## src/rtl/ie_priv_pkg.sv

```systemverilog
package ie_priv_pkg;

  typedef enum logic [1:0] {
    GRP_SYS   = 2'd0,
    GRP_CSRW  = 2'd1,
    GRP_BISR  = 2'd2,
    GRP_SCALL = 2'd3
  } grp_e;

  typedef enum logic [1:0] {
    PRIV_U0 = 2'd0,
    PRIV_U1 = 2'd1,
    PRIV_SV = 2'd2,
    PRIV_RS = 2'd3
  } priv_e;

  typedef enum logic [1:0] {
    ARCH_V13  = 2'd0,
    ARCH_V16  = 2'd1,
    ARCH_V161 = 2'd2,
    ARCH_V162 = 2'd3
  } arch_e;

  localparam int unsigned OP_W  = 7;
  localparam int unsigned IMM_W = 16;
  localparam int unsigned CLS_W = 3;
  localparam int unsigned TIN_W = 8;

  localparam logic [OP_W-1:0] SYS_RFM     = 7'h05;
  localparam logic [OP_W-1:0] SYS_ENABLE  = 7'h0c;
  localparam logic [OP_W-1:0] SYS_DISABLE = 7'h0d;
  localparam logic [OP_W-1:0] SYS_RESTORE = 7'h0e;
  localparam logic [OP_W-1:0] SYS_DIS_SAV = 7'h0f;

  localparam logic [CLS_W-1:0] TC_PROT  = 3'd1;
  localparam logic [CLS_W-1:0] TC_ILLEG = 3'd2;
  localparam logic [CLS_W-1:0] TC_SCALL = 3'd6;
  localparam logic [TIN_W-1:0] TIN_PRIV = 8'd1;
  localparam logic [TIN_W-1:0] TIN_IOPC = 8'd1;

  typedef struct packed {
    logic              trap;
    logic [CLS_W-1:0]  cls;
    logic [TIN_W-1:0]  tin;
    logic              wb_en;
    logic              ie_we;
    logic              ie_val;
    logic              flush;
  } exec_res_t;

endpackage

```

## src/rtl/ie_priv_decode.sv

```systemverilog
module ie_priv_decode
  import ie_priv_pkg::*;
#(
  parameter int unsigned DATA_W   = 32,
  parameter int unsigned PRIV_LSB = 10
) (
  input  logic [DATA_W-1:0] psw_i,
  output logic              sv_o,
  output logic              sv_u1_o
);
  localparam int unsigned PRIV_MSB = PRIV_LSB + 1;

  priv_e priv;

  always_comb begin
    priv    = priv_e'(psw_i[PRIV_MSB:PRIV_LSB]);
    sv_o    = (priv == PRIV_SV);
    // reserved code falls back to least privileged
    sv_u1_o = (priv == PRIV_SV) || (priv == PRIV_U1);
  end
endmodule

```

## src/rtl/ie_field.sv

```systemverilog
module ie_field
  import ie_priv_pkg::*;
#(
  parameter int unsigned DATA_W  = 32,
  parameter int unsigned OLD_POS = 8,
  parameter int unsigned NEW_POS = 15
) (
  input  logic [1:0]        arch_i,
  input  logic [DATA_W-1:0] icr_i,
  input  logic              we_i,
  input  logic              val_i,
  output logic              ie_o,
  output logic [DATA_W-1:0] icr_nxt_o
);
  localparam logic [DATA_W-1:0] OLD_MASK = DATA_W'(1) << OLD_POS;
  localparam logic [DATA_W-1:0] NEW_MASK = DATA_W'(1) << NEW_POS;

  logic              new_layout;
  logic [DATA_W-1:0] mask;

  always_comb begin
    new_layout = (arch_e'(arch_i) == ARCH_V161) || (arch_e'(arch_i) == ARCH_V162);
    mask       = new_layout ? NEW_MASK : OLD_MASK;
    ie_o       = |(icr_i & mask);
    icr_nxt_o  = icr_i;
    if (we_i) begin
      icr_nxt_o = val_i ? (icr_i | mask) : (icr_i & ~mask);
    end
  end
endmodule

```

## src/rtl/ie_cmd_exec.sv

```systemverilog
module ie_cmd_exec
  import ie_priv_pkg::*;
#(
  parameter int unsigned DATA_W   = 32,
  parameter logic [IMM_W-1:0] PSW_ADDR = 16'hfe04
) (
  input  logic [1:0]        grp_i,
  input  logic [OP_W-1:0]   op_i,
  input  logic [IMM_W-1:0]  imm_i,
  input  logic [DATA_W-1:0] src_i,
  input  logic [1:0]        arch_i,
  input  logic              sv_i,
  input  logic              sv_u1_i,
  output exec_res_t         res_o
);
  logic has_save;

  always_comb begin
    has_save = (arch_e'(arch_i) != ARCH_V13);
    res_o    = '0;
    unique case (grp_e'(grp_i))
      GRP_SYS: begin
        unique case (op_i)
          SYS_ENABLE: begin
            if (sv_u1_i) begin
              res_o.ie_we  = 1'b1;
              res_o.ie_val = 1'b1;
              res_o.flush  = 1'b1;
            end else begin
              res_o.trap = 1'b1; res_o.cls = TC_PROT; res_o.tin = TIN_PRIV;
            end
          end
          SYS_DISABLE: begin
            if (sv_u1_i) begin
              res_o.ie_we = 1'b1;
            end else begin
              res_o.trap = 1'b1; res_o.cls = TC_PROT; res_o.tin = TIN_PRIV;
            end
          end
          SYS_DIS_SAV: begin
            if (!has_save) begin
              res_o.trap = 1'b1; res_o.cls = TC_ILLEG; res_o.tin = TIN_IOPC;
            end else if (sv_u1_i) begin
              res_o.wb_en = 1'b1;
              res_o.ie_we = 1'b1;
            end else begin
              res_o.trap = 1'b1; res_o.cls = TC_PROT; res_o.tin = TIN_PRIV;
            end
          end
          SYS_RESTORE: begin
            if (!has_save) begin
              res_o.trap = 1'b1; res_o.cls = TC_ILLEG; res_o.tin = TIN_IOPC;
            end else if (sv_u1_i) begin
              res_o.ie_we  = 1'b1;
              res_o.ie_val = src_i[0];
              res_o.flush  = 1'b1;
            end else begin
              res_o.trap = 1'b1; res_o.cls = TC_PROT; res_o.tin = TIN_PRIV;
            end
          end
          SYS_RFM: begin
            if (!sv_i) begin
              res_o.trap = 1'b1; res_o.cls = TC_PROT; res_o.tin = TIN_PRIV;
            end
          end
          default: begin
            res_o.trap = 1'b1; res_o.cls = TC_ILLEG; res_o.tin = TIN_IOPC;
          end
        endcase
      end
      GRP_CSRW: begin
        if (sv_i) begin
          res_o.flush = (imm_i == PSW_ADDR);
        end else begin
          res_o.trap = 1'b1; res_o.cls = TC_PROT; res_o.tin = TIN_PRIV;
        end
      end
      GRP_BISR: begin
        if (!sv_i) begin
          res_o.trap = 1'b1; res_o.cls = TC_PROT; res_o.tin = TIN_PRIV;
        end
      end
      GRP_SCALL: begin
        res_o.trap = 1'b1;
        res_o.cls  = TC_SCALL;
        res_o.tin  = imm_i[TIN_W-1:0];
      end
      default: res_o = '0;
    endcase
  end
endmodule

```

## src/rtl/ie_priv_ctrl.sv

```systemverilog
module ie_priv_ctrl
  import ie_priv_pkg::*;
#(
  parameter int unsigned DATA_W   = 32,
  parameter int unsigned PRIV_LSB = 10,
  parameter int unsigned OLD_POS  = 8,
  parameter int unsigned NEW_POS  = 15,
  parameter logic [15:0] PSW_ADDR = 16'hfe04
) (
  input  logic              clk_i,
  input  logic              rst_ni,
  input  logic              valid_i,
  input  logic [1:0]        grp_i,
  input  logic [6:0]        op_i,
  input  logic [15:0]       imm_i,
  input  logic [DATA_W-1:0] src_i,
  input  logic [DATA_W-1:0] psw_i,
  input  logic [DATA_W-1:0] icr_i,
  input  logic [1:0]        arch_i,
  output logic              done_o,
  output logic [DATA_W-1:0] icr_o,
  output logic              wb_en_o,
  output logic [DATA_W-1:0] wb_data_o,
  output logic              trap_o,
  output logic [2:0]        trap_class_o,
  output logic [7:0]        trap_tin_o,
  output logic              flush_o
);
  logic              sv, sv_u1, ie_cur;
  exec_res_t         res;
  logic [DATA_W-1:0] icr_nxt;

  ie_priv_decode #(.DATA_W(DATA_W), .PRIV_LSB(PRIV_LSB)) priv_i (
    .psw_i   (psw_i),
    .sv_o    (sv),
    .sv_u1_o (sv_u1)
  );

  ie_cmd_exec #(.DATA_W(DATA_W), .PSW_ADDR(PSW_ADDR)) exec_i (
    .grp_i   (grp_i),
    .op_i    (op_i),
    .imm_i   (imm_i),
    .src_i   (src_i),
    .arch_i  (arch_i),
    .sv_i    (sv),
    .sv_u1_i (sv_u1),
    .res_o   (res)
  );

  ie_field #(.DATA_W(DATA_W), .OLD_POS(OLD_POS), .NEW_POS(NEW_POS)) field_i (
    .arch_i    (arch_i),
    .icr_i     (icr_i),
    .we_i      (valid_i & res.ie_we),
    .val_i     (res.ie_val),
    .ie_o      (ie_cur),
    .icr_nxt_o (icr_nxt)
  );

  always_ff @(posedge clk_i or negedge rst_ni) begin
    if (!rst_ni) begin
      done_o       <= 1'b0;
      icr_o        <= '0;
      wb_en_o      <= 1'b0;
      wb_data_o    <= '0;
      trap_o       <= 1'b0;
      trap_class_o <= '0;
      trap_tin_o   <= '0;
      flush_o      <= 1'b0;
    end else begin
      done_o       <= valid_i;
      icr_o        <= icr_nxt;
      wb_en_o      <= valid_i & res.wb_en;
      wb_data_o    <= {{(DATA_W-1){1'b0}}, ie_cur};
      trap_o       <= valid_i & res.trap;
      trap_class_o <= valid_i ? res.cls : '0;
      trap_tin_o   <= valid_i ? res.tin : '0;
      flush_o      <= valid_i & res.flush;
    end
  end
endmodule

```

## config.mk

```make
export PLATFORM = sky130hd
export DESIGN_NAME = ie_priv_ctrl
export DESIGN_NICKNAME = d
export VERILOG_FILES = /design/src/rtl/ie_priv_pkg.sv /design/src/rtl/ie_priv_decode.sv /design/src/rtl/ie_field.sv /design/src/rtl/ie_cmd_exec.sv /design/src/rtl/ie_priv_ctrl.sv
export SDC_FILE = /design/constraint.sdc
export NUM_CORES = 1
export LEC_CHECK = 0
export BUFFER_PORTS_ARGS = -buffer_cell sky130_fd_sc_hd__buf_2
export CAP_MARGIN = 20
export CORE_ASPECT_RATIO = 0.9
export CORE_MARGIN = 5
export CORE_UTILIZATION = 37
export CTS_CLUSTER_DIAMETER = 200
export DETAILED_ROUTE_END_ITERATION = 10
export PLACE_DENSITY = 0.95
export SYNTH_ARGS = -nofsm -noshare
export SYNTH_HDL_FRONTEND = slang
export SYNTH_SLANG_ARGS = --single-unit
export TNS_END_PERCENT = 30
```

## constraint.sdc

```tcl
create_clock -name clk_i -period 1 [get_ports clk_i]
set_input_delay 0.05 -clock clk_i [delete_from_list [all_inputs] [get_ports clk_i]]
set_output_delay 0.05 -clock clk_i [all_outputs]
set_load 0.02 [all_outputs]
```

======== After elaboration in Yosys (flattened, before gate mapping) ========
Cells that the tools add are included.
operators by class
  bitwise logic cells ..................... 8
  reductions and logical operators ........ 8
  eq/ne operators ......................... 13
  multiplexer cells ....................... 22
operators by type and width
  cell                                                 count
  one-hot mux 12 bit (3 select lines)                  2
  bitwise AND 32 bit                                   2
  2-to-1 mux 32 bit                                    2
  2-to-1 mux 12 bit                                    3
  NOT 32 bit                                           1
  bitwise OR 32 bit                                    1
  OR reduction 32 bit                                  1
  equality test 7 x 4 -> 1 bit, second input constant  4
  equality test 16 bit, second input constant          1
  2-to-1 mux 16 bit                                    1
  2-to-1 mux 3 bit                                     5
  equality test 2 bit, second input constant           5
  2-to-1 mux 8 bit                                     1
  equality test 7 x 3 -> 1 bit, second input constant  1
  OR reduction 2 bit                                   3
  bitwise AND 1 bit                                    4
  equality test 2 x 1 -> 1 bit, second input constant  2
  2-to-1 mux 2 bit                                     2
  one-hot mux 1 bit (4 select lines)                   1
  one-hot mux 2 bit (2 select lines)                   1
  2-to-1 mux 1 bit                                     3
  logical NOT 2 bit                                    1
  logical OR 1 bit                                     2
  one-hot mux 1 bit (2 select lines)                   1
  nonzero test 2 bit                                   1
storage, ports and cells
  register bits ........................... 48
  word-level logic and storage cells ...... 59
  output and inout port bits .............. 79

======== Logic depth before layout (Yosys ltp) ========
Gate-level depths: netlist of run 1.
  depth in word-level cells ............... 8
  depth in mapped cells ................... 5
  mapped depth without buffers ............ 5

======== By module ========
From an unflattened synthesis of run 1, not the netlist that was laid out.
second synthesis, totals
  cells, all modules ...................... 182
  area total of the unflattened synthesis .. 2,174.6 sq um
by module, submodules not included
  module          cells an instance  area an instance (sq um)  times used  sequential area each (sq um)
  ie_priv_ctrl    96                 1,556.5                   1           1,201.2
  ie_cmd_exec     48                 325.3                     1           0.0
  ie_field        35                 272.8                     1           0.0
  ie_priv_decode  3                  20.0                      1           0.0

======== Worst setup path after synthesis of run 1 ========
OpenSTA, ideal clock, no wires.
  path kind ............................... in2reg
  from .................................... input port psw_i[10]
  to ...................................... register icr_o[8]
  setup slack ............................. -247 ps
  stages on the path ...................... 5
  buffers on the path ..................... 0
  data required time ...................... 872 ps
  library setup time ...................... 128 ps
  arrival ................................. 1,120 ps
  cells stage by stage .................... inv_1 -> ha_1 -> nand4b_1 -> nor4b_2 -> mux2_1
between the ends
  word-level cells in the longest chain between the ends .. 8
  elaborated cells on any way between the ends .. 15
RTL lines
  item                                                                                      line                                  text
  start, declared                                                                           ie_priv_ctrl.sv:17                    input logic [DATA_W-1:0] psw_i,
  equality test 2 bit or equality test 2 x 1 -> 1 bit (tied branches)                       ie_priv_decode.sv:19                  sv_u1_o = (priv == PRIV_SV) || (priv == PRIV_U1);
  logical OR 1 bit *                                                                        ie_priv_decode.sv:19
  2-to-1 mux 3 bit or 2-to-1 mux 2 bit (tied branches)                                      ie_cmd_exec.sv:53, ie_cmd_exec.sv:43
  2-to-1 mux 3 bit or 2-to-1 mux 2 bit (tied branches)                                      ie_cmd_exec.sv:51, ie_cmd_exec.sv:41
  one-hot mux 1 bit (4 select lines) or one-hot mux 2 bit (2 select lines) (tied branches)  ie_cmd_exec.sv:23                     unique case (op_i)
  2-to-1 mux 3 bit *                                                                        ie_cmd_exec.sv:21                     unique case (grp_e'(grp_i))
  bitwise AND 1 bit or 2-to-1 mux 32 bit (tied branches)                                    ie_priv_ctrl.sv:53, ie_field.sv:27
  2-to-1 mux 32 bit *                                                                       ie_field.sv:26                        if (we_i) begin
  named net field_i.icr_nxt_o[8]                                                            ie_field.sv:13                        output logic [DATA_W-1:0] icr_nxt_o
  end signal, assigned                                                                      ie_priv_ctrl.sv:71                    icr_o <= icr_nxt;
  end, declared                                                                             ie_priv_ctrl.sv:21                    output logic [DATA_W-1:0] icr_o,
Mark *: on every way through the listed nets, which the timed path passes. The rest lies on a longest branch.

======== Final worst setup path of run 1 ========
  from .................................... input port psw_i[11]
  to ...................................... register icr_o[8]
Same word-level chain as after synthesis.

==> flow_metrics.env, run 1 <==
export IMPL_p_sw_share_pct=27.2
export IMPL_maxSlewViolCount=0
export IMPL_ant_nets=0
export IMPL_maxCapViolCount=0
export IMPL_first_iter_violations=81
export IMPL_port_buffers=112
export IMPL_cts_sinks=48
export IMPL_ys_ff_latch=48
export IMPL_area_growth_pct=56.9
export IMPL_yosys_area_top_type_share_pct=63.7
export IMPL_grt_use_met3_pct=5.40
export IMPL_synth_commonest_cells="dfrtp_1, buf_4, and3_1, ha_1, inv_1"
export IMPL_syn_inst=137
export IMPL_p_per_area_nw_per_um2=1350
export IMPL_critPathSlowestCell="mux2_1"
export IMPL_hp_class="input pin to register"
export IMPL_combinationalPowerShare_pct=20.2
export IMPL_antenna_found_initial=0
export IMPL_clock_path_buffers=2
export IMPL_crit_start="psw_i[11]"
export IMPL_path_cells="buf_2, ha_4, nand4b_1, nor4b_2, mux2_1"
export IMPL_peakVddDrop_uv=822
export IMPL_dieWidth_um=85.3
export IMPL_layoutNonFillerInstCount=366
export IMPL_yosysWarnings=0
export IMPL_dp_final_hpwl_um=4040
export IMPL_seqPwrFrac_pct=51.4
export IMPL_min_from="imm_i[6]"
export IMPL_post_synth_top_count_cell="dfrtp_1"
export IMPL_clockRootBuffer="clkbuf_8"
export IMPL_drc_errors=0
export IMPL_drt_total_wl_um=6270
export IMPL_fin_nets=431
export IMPL_clkPwrFrac_pct=28.4
export IMPL_chipHeight_um=77.7
export IMPL_yosysSeqAreaShare_pct=63.7
export IMPL_yosysTopAreaCell="dfrtp_1"
export IMPL_end_kind="register"
export IMPL_use_met2_pct=34.7
export IMPL_async_flop_share_pct=100
export IMPL_grt_max_degree=49
export IMPL_fillers=344
export IMPL_h_tree_depth=2
export IMPL_ioPinCount=205
export IMPL_die_area_sq_um=6630
export IMPL_cts_tree="yes"
export IMPL_core_sq_um=4890
export IMPL_num_rows=24
export IMPL_cts_made_buffers=5
export IMPL_hold_violations=0
export IMPL_timing_final_crit_share_pct=99.9
export IMPL_diodes=0
export IMPL_firstDrtPassIters=4
export IMPL_p_leak_uw=0.00159
export IMPL_cp_max_fo=2
export IMPL_utilization_pct=60.5
export IMPL_netlist_area_sq_um=1890
export IMPL_crit_type="input pin to register"
export IMPL_hold_depth=2
export IMPL_ys_types=33
export IMPL_grt_overflow=0
export IMPL_dp_cells=326
export IMPL_grt_pass1_vias=1738
export IMPL_p_int_uw=2920
export IMPL_fmax_mhz=1000
export IMPL_grt_pass1_wl_um=9440
export IMPL_num_vias=1630
export IMPL_holdPathEnd="trap_tin_o[6]"
export IMPL_min_period_ns=0.999
export IMPL_cp_required_ns=1.18
export IMPL_setup_violations=0
export IMPL_rsz0062_at_grt="yes"
export IMPL_syn_area_per_cell_sq_um=13.8
export IMPL_hold_ws_ns=0.0183
export IMPL_viasPerCell=4.45
export IMPL_clk_pin_slew_worst_paths_ns=0.08
export IMPL_track_usage_pct=19.0
export IMPL_critPathLaunchType="input pin"
export IMPL_switchingPower_uw=1090
export IMPL_max_stage_delay_ns=0.34
export IMPL_gr_max_usage_layer="met2"
export IMPL_status="completed"
export IMPL_place_congestion=0.841
export IMPL_post_drt_wl_per_cell_um=17.1
export IMPL_synth_edf_count=0
export IMPL_start_util_pct=38.5
export IMPL_synth_area_leaders="dfrtp_1, buf_4, ha_1"
export IMPL_drive_gt1_share_pct=47.8
export IMPL_synth_ff_type="dfrtp_1"
export IMPL_grt_util_met1_pct=20.4
export IMPL_cp_arrival_ns=1.17
==> worst max path at each step <==
stage / slack, ns / to
CTS: 0.007 / icr_o[8]
detailed placement: -0.36 / icr_o[8]
finish: 0.0009 / icr_o[8]
global placement: -0.34 / icr_o[8]
global route: -0.05 / icr_o[8]
floorplan: -0.18 / icr_o[8]
==> layer usage <==
metal | wire [um] | share of wire, %
met3 | 597 | 9.5
met4 | 164 | 2.6
met5 | 0 | 0
met1 | 2330 | 37
met2 | 3180 | 51
==> timing repair <==
item | 4_1_cts | 5_1_grt
hold buffers | 32 | 0
setup endpoints to repair | 1 | 2
endpoints found under the hold margin | 79 | 0
pin swaps | 1 | 0
buffers inserted | 0 | 0
gates resized for setup | 0 | 1
==> sequential cells by signal, summed over array words and instances, names as in the netlist <==
name,flops
done_o,1
wb_en_o,1
flush_o,1
trap_class_o,3
icr_o,32
trap_o,1
wb_data_o,1
trap_tin_o,8
==> layout make-up <==
type	count	area [sq um]	area share [%]
timing repair buffer	159	1010	34.0
sequential	48	1200	40.6
inverter	5	21.3	0.719
tap	65	81.3	2.75
multi-input combinational	81	557	18.8
clock inverter	2	10.0	0.338
clock buffer	6	82.6	2.79
==> critical path, delay by kind of cell <==
kind | cells | cell delay [ns]
buf+inv | 1 | 0.12
mux | 1 | 0.34
simple gates | 2 | 0.43
fa+ha+maj | 1 | 0.23
==> logic make-up after synthesis <==
family,Yosys count,share of synthesized area [%]
AO/OA/AOI/OAI,12,5.04
adder cells (fa/ha/maj),5,3.32
buffers and inverters,38,13.7
flip-flops,48,63.7
multiplexers,3,1.79
other,1,0.199
AND/OR/NAND/NOR,30,12.2
==> power by group through the flow <==
stage	clock network (uW)	logic, uW	registers (uW)
global route	1280	871	2070
finish	1140	811	2060
floorplan	0	298	2220
CTS	1150	789	2050
detailed placement	0	686	2090
global placement	0	671	2090
==> cells in the final DEF (no fill, tap or decap), types with 3 or more instances in the layout <==
master         Yosys  routed
and3_1             7       7
and2_1             3       3
dfrtp_1           48      48
buf_2              0     112
conb_1             1      31
clkbuf_8           0       6
buf_4             31      14
nor2b_1            3       3
dlygate4sd3_1      0      32
inv_1              5       4
ha_1               5       4
==> stage by stage <==
step / setup slack [ns] / total power, uW / area, sq um / TNS, ns
2_1_floorplan: -0.183 / 2510 / 2010 / -0.269
3_3_place_gp: -0.336 / 2760 / 2540 / -1.44
3_5_place_dp: -0.357 / 2770 / 2540 / -1.57
4_1_cts: 0.00729 / 3990 / 2950 / 0
5_1_grt: -0.0520 / 4210 / 2960 / -0.0822
6_report: 0.000869 / 4010 / 2960 / 0
Power figures use the tool's default switching activity.
==> inputs of run 2 (changes only) <==
Settings changed: SETUP_SLACK_MARGIN set to 0.3, TNS_END_PERCENT 30 to 5.
==> run 2 against run 1 <==
  * The run now ends with negative setup slack left
  * Critical endpoint unchanged
  * Utilization grew 8.4 points
  * Maximum frequency down 7.1%
  * Via count is 7.9% higher
  * Die area did not move
  * Largest cell class is now buffers
  * Hold slack worse by 0.0069 ns
  * Total power increased by 7.3%
  * Global-route usage shrank 1.0 points
  * Sequential cell count is the same
==> flow_metrics.env, run 2 (same netlist as run 1, synthesis figures left out) <==
export IMPL_status="finished with violations"
export IMPL_violations="negative setup slack"
export IMPL_path_cells="buf_6, inv_4, ha_4, nand4b_1, nor4b_2, mux2_1"
export IMPL_cts_made_buffers=5
export IMPL_viasPerCell=4.82
export IMPL_hold_depth=2
export IMPL_grt_pass1_vias=1705
export IMPL_p_leak_uw=0.00171
export IMPL_cp_max_fo=2
export IMPL_ant_nets=0
export IMPL_cp_required_ns=1.18
export IMPL_dp_final_hpwl_um=4040
export IMPL_hp_class="input pin to register"
export IMPL_largest_reg_flops=32
export IMPL_num_vias=1758
export IMPL_clock_path_buffers=2
export IMPL_die_area_sq_um=6630
export IMPL_critPathLaunchType="input pin"
export IMPL_h_tree_depth=2
export IMPL_core_sq_um=4890
export IMPL_cp_num_buf_inv=2
export IMPL_post_drt_wl_per_cell_um=22.2
export IMPL_postCtsSetupRepairBufs=0
export IMPL_clockRootBuffer="clkbuf_8"
export IMPL_drive_gt1_share_pct=51.7
export IMPL_drt_total_wl_um=8120
export IMPL_place_congestion=0.841
export IMPL_holdPathEnd="wb_data_o[0]"
export IMPL_cp_arrival_ns=1.25
export IMPL_grt_max_degree=49
export IMPL_grt_pass1_wl_um=9140
export IMPL_maxSlewViolCount=0
export IMPL_crit_type="input pin to register"
export IMPL_start_util_pct=38.5
export IMPL_cts_sinks=48
export IMPL_final_setup_tns_ns=-0.0757
export IMPL_port_buffers=112
export IMPL_maxCapViolCount=0
export IMPL_top_register="icr_o"
export IMPL_dieWidth_um=85.3
export IMPL_num_rows=24
export IMPL_layout_commonest_cell="buf_2"
export IMPL_fillers=289
export IMPL_rsz0062_at_grt="yes"
export IMPL_timing_final_crit_share_pct=108
export IMPL_fin_nets=430
export IMPL_first_iter_violations=106
export IMPL_setup_violations=1
export IMPL_min_period_ns=1.08
export IMPL_crit_family="simple AND/OR/NAND/NOR gates"
export IMPL_diodes=0
export IMPL_ioPinCount=205
export IMPL_area_growth_pct=78.6
export IMPL_hold_buffers=31
export IMPL_layout_setup_ws_ns=-0.0757
export IMPL_p_per_area_nw_per_um2=1280
export IMPL_peakVddDrop_uv=689
export IMPL_cts_tree="yes"
export IMPL_end_kind="register"
export IMPL_track_usage_pct=17.9
export IMPL_chipHeight_um=77.7
export IMPL_clk_pin_slew_worst_paths_ns=0.09
export IMPL_reg_top3="icr_o (32), trap_tin_o (8), trap_class_o (3)"
export IMPL_max_stage_delay_ns=0.37
export IMPL_grt_overflow=0
export IMPL_antenna_found_initial=0
export IMPL_utilization_pct=68.8
export IMPL_drc_errors=0
export IMPL_fmax_mhz=930
export IMPL_mostFrequentLayoutCells="buf_2, buf_6, dfrtp_1, conb_1, dlygate4sd3_1"
export IMPL_min_from="icr_i[15]"
export IMPL_hold_violations=0
export IMPL_firstDrtPassIters=4
export IMPL_critPathSlowestCell="mux2_1"
## run 2: cell count changes in the layout (fill, tap and decap cells not counted), sizes merged
| cell | before | now |
|---|---|---|
| dlygate4sd3 | 32 | 31 |
## run 2: layer usage
metal	routed length [um]	GRT usage [%]	share of wire, %
met4	193	6.33	2.4
met1	3090	18.4	38
met5	0	0	0
met3	830	4.87	10
met2	4000	34.5	49
## run 2: timing repair
action	CTS	global route
setup endpoints to repair	56	56
hold endpoints to repair	79	1
pin swaps	5	12
gates resized for setup	9	112
## run 2: cell type report
type                            count  area, sq um  share of cell area [%]
Clock buffer                        6         82.6                    2.45
Tap cell                           65         81.3                    2.41
Sequential cell                    48         1200                    35.7
Inverter                            5         21.3                   0.632
Clock inverter                      2         10.0                   0.297
Timing Repair Buffer              158         1320                    39.2
Multi-Input combinational cell     81          653                    19.4
## run 2: where the power goes
part           switching (uW)  internal (uW)
Clock                     654            553
Combinational             526            473
Sequential               63.4           2030
Total                    1240           3060
## run 2: how the worst max path moves through the flow
stage | startpoint | endpoint | slack [ns] | cells after the start
after detailed placement | psw_i[10] | icr_o[8] | -0.36 | 6
after global placement | psw_i[11] | icr_o[8] | -0.34 | 5
after floorplan | psw_i[11] | icr_o[8] | -0.18 | 4
after global routing | psw_i[10] | icr_o[8] | -0.11 | 6
after CTS | psw_i[10] | icr_o[8] | 0.02 | 6
final | psw_i[10] | icr_o[8] | -0.08 | 6
## run 2: stage by stage
step	cell area (sq um)	power [uW]	hold WS (ns)	instances	setup WS (ns)
final	3370	4300	0.0114	365	-0.0757
after global routing	3370	4460	0.00177	365	-0.114
after CTS	3000	4010	-0.00740	365	0.0231
after detailed placement	2540	2770	0.0526	326	-0.357
after global placement	2540	2760	0.0423	326	-0.336
after floorplan	2010	2510	-0.246	167	-0.183
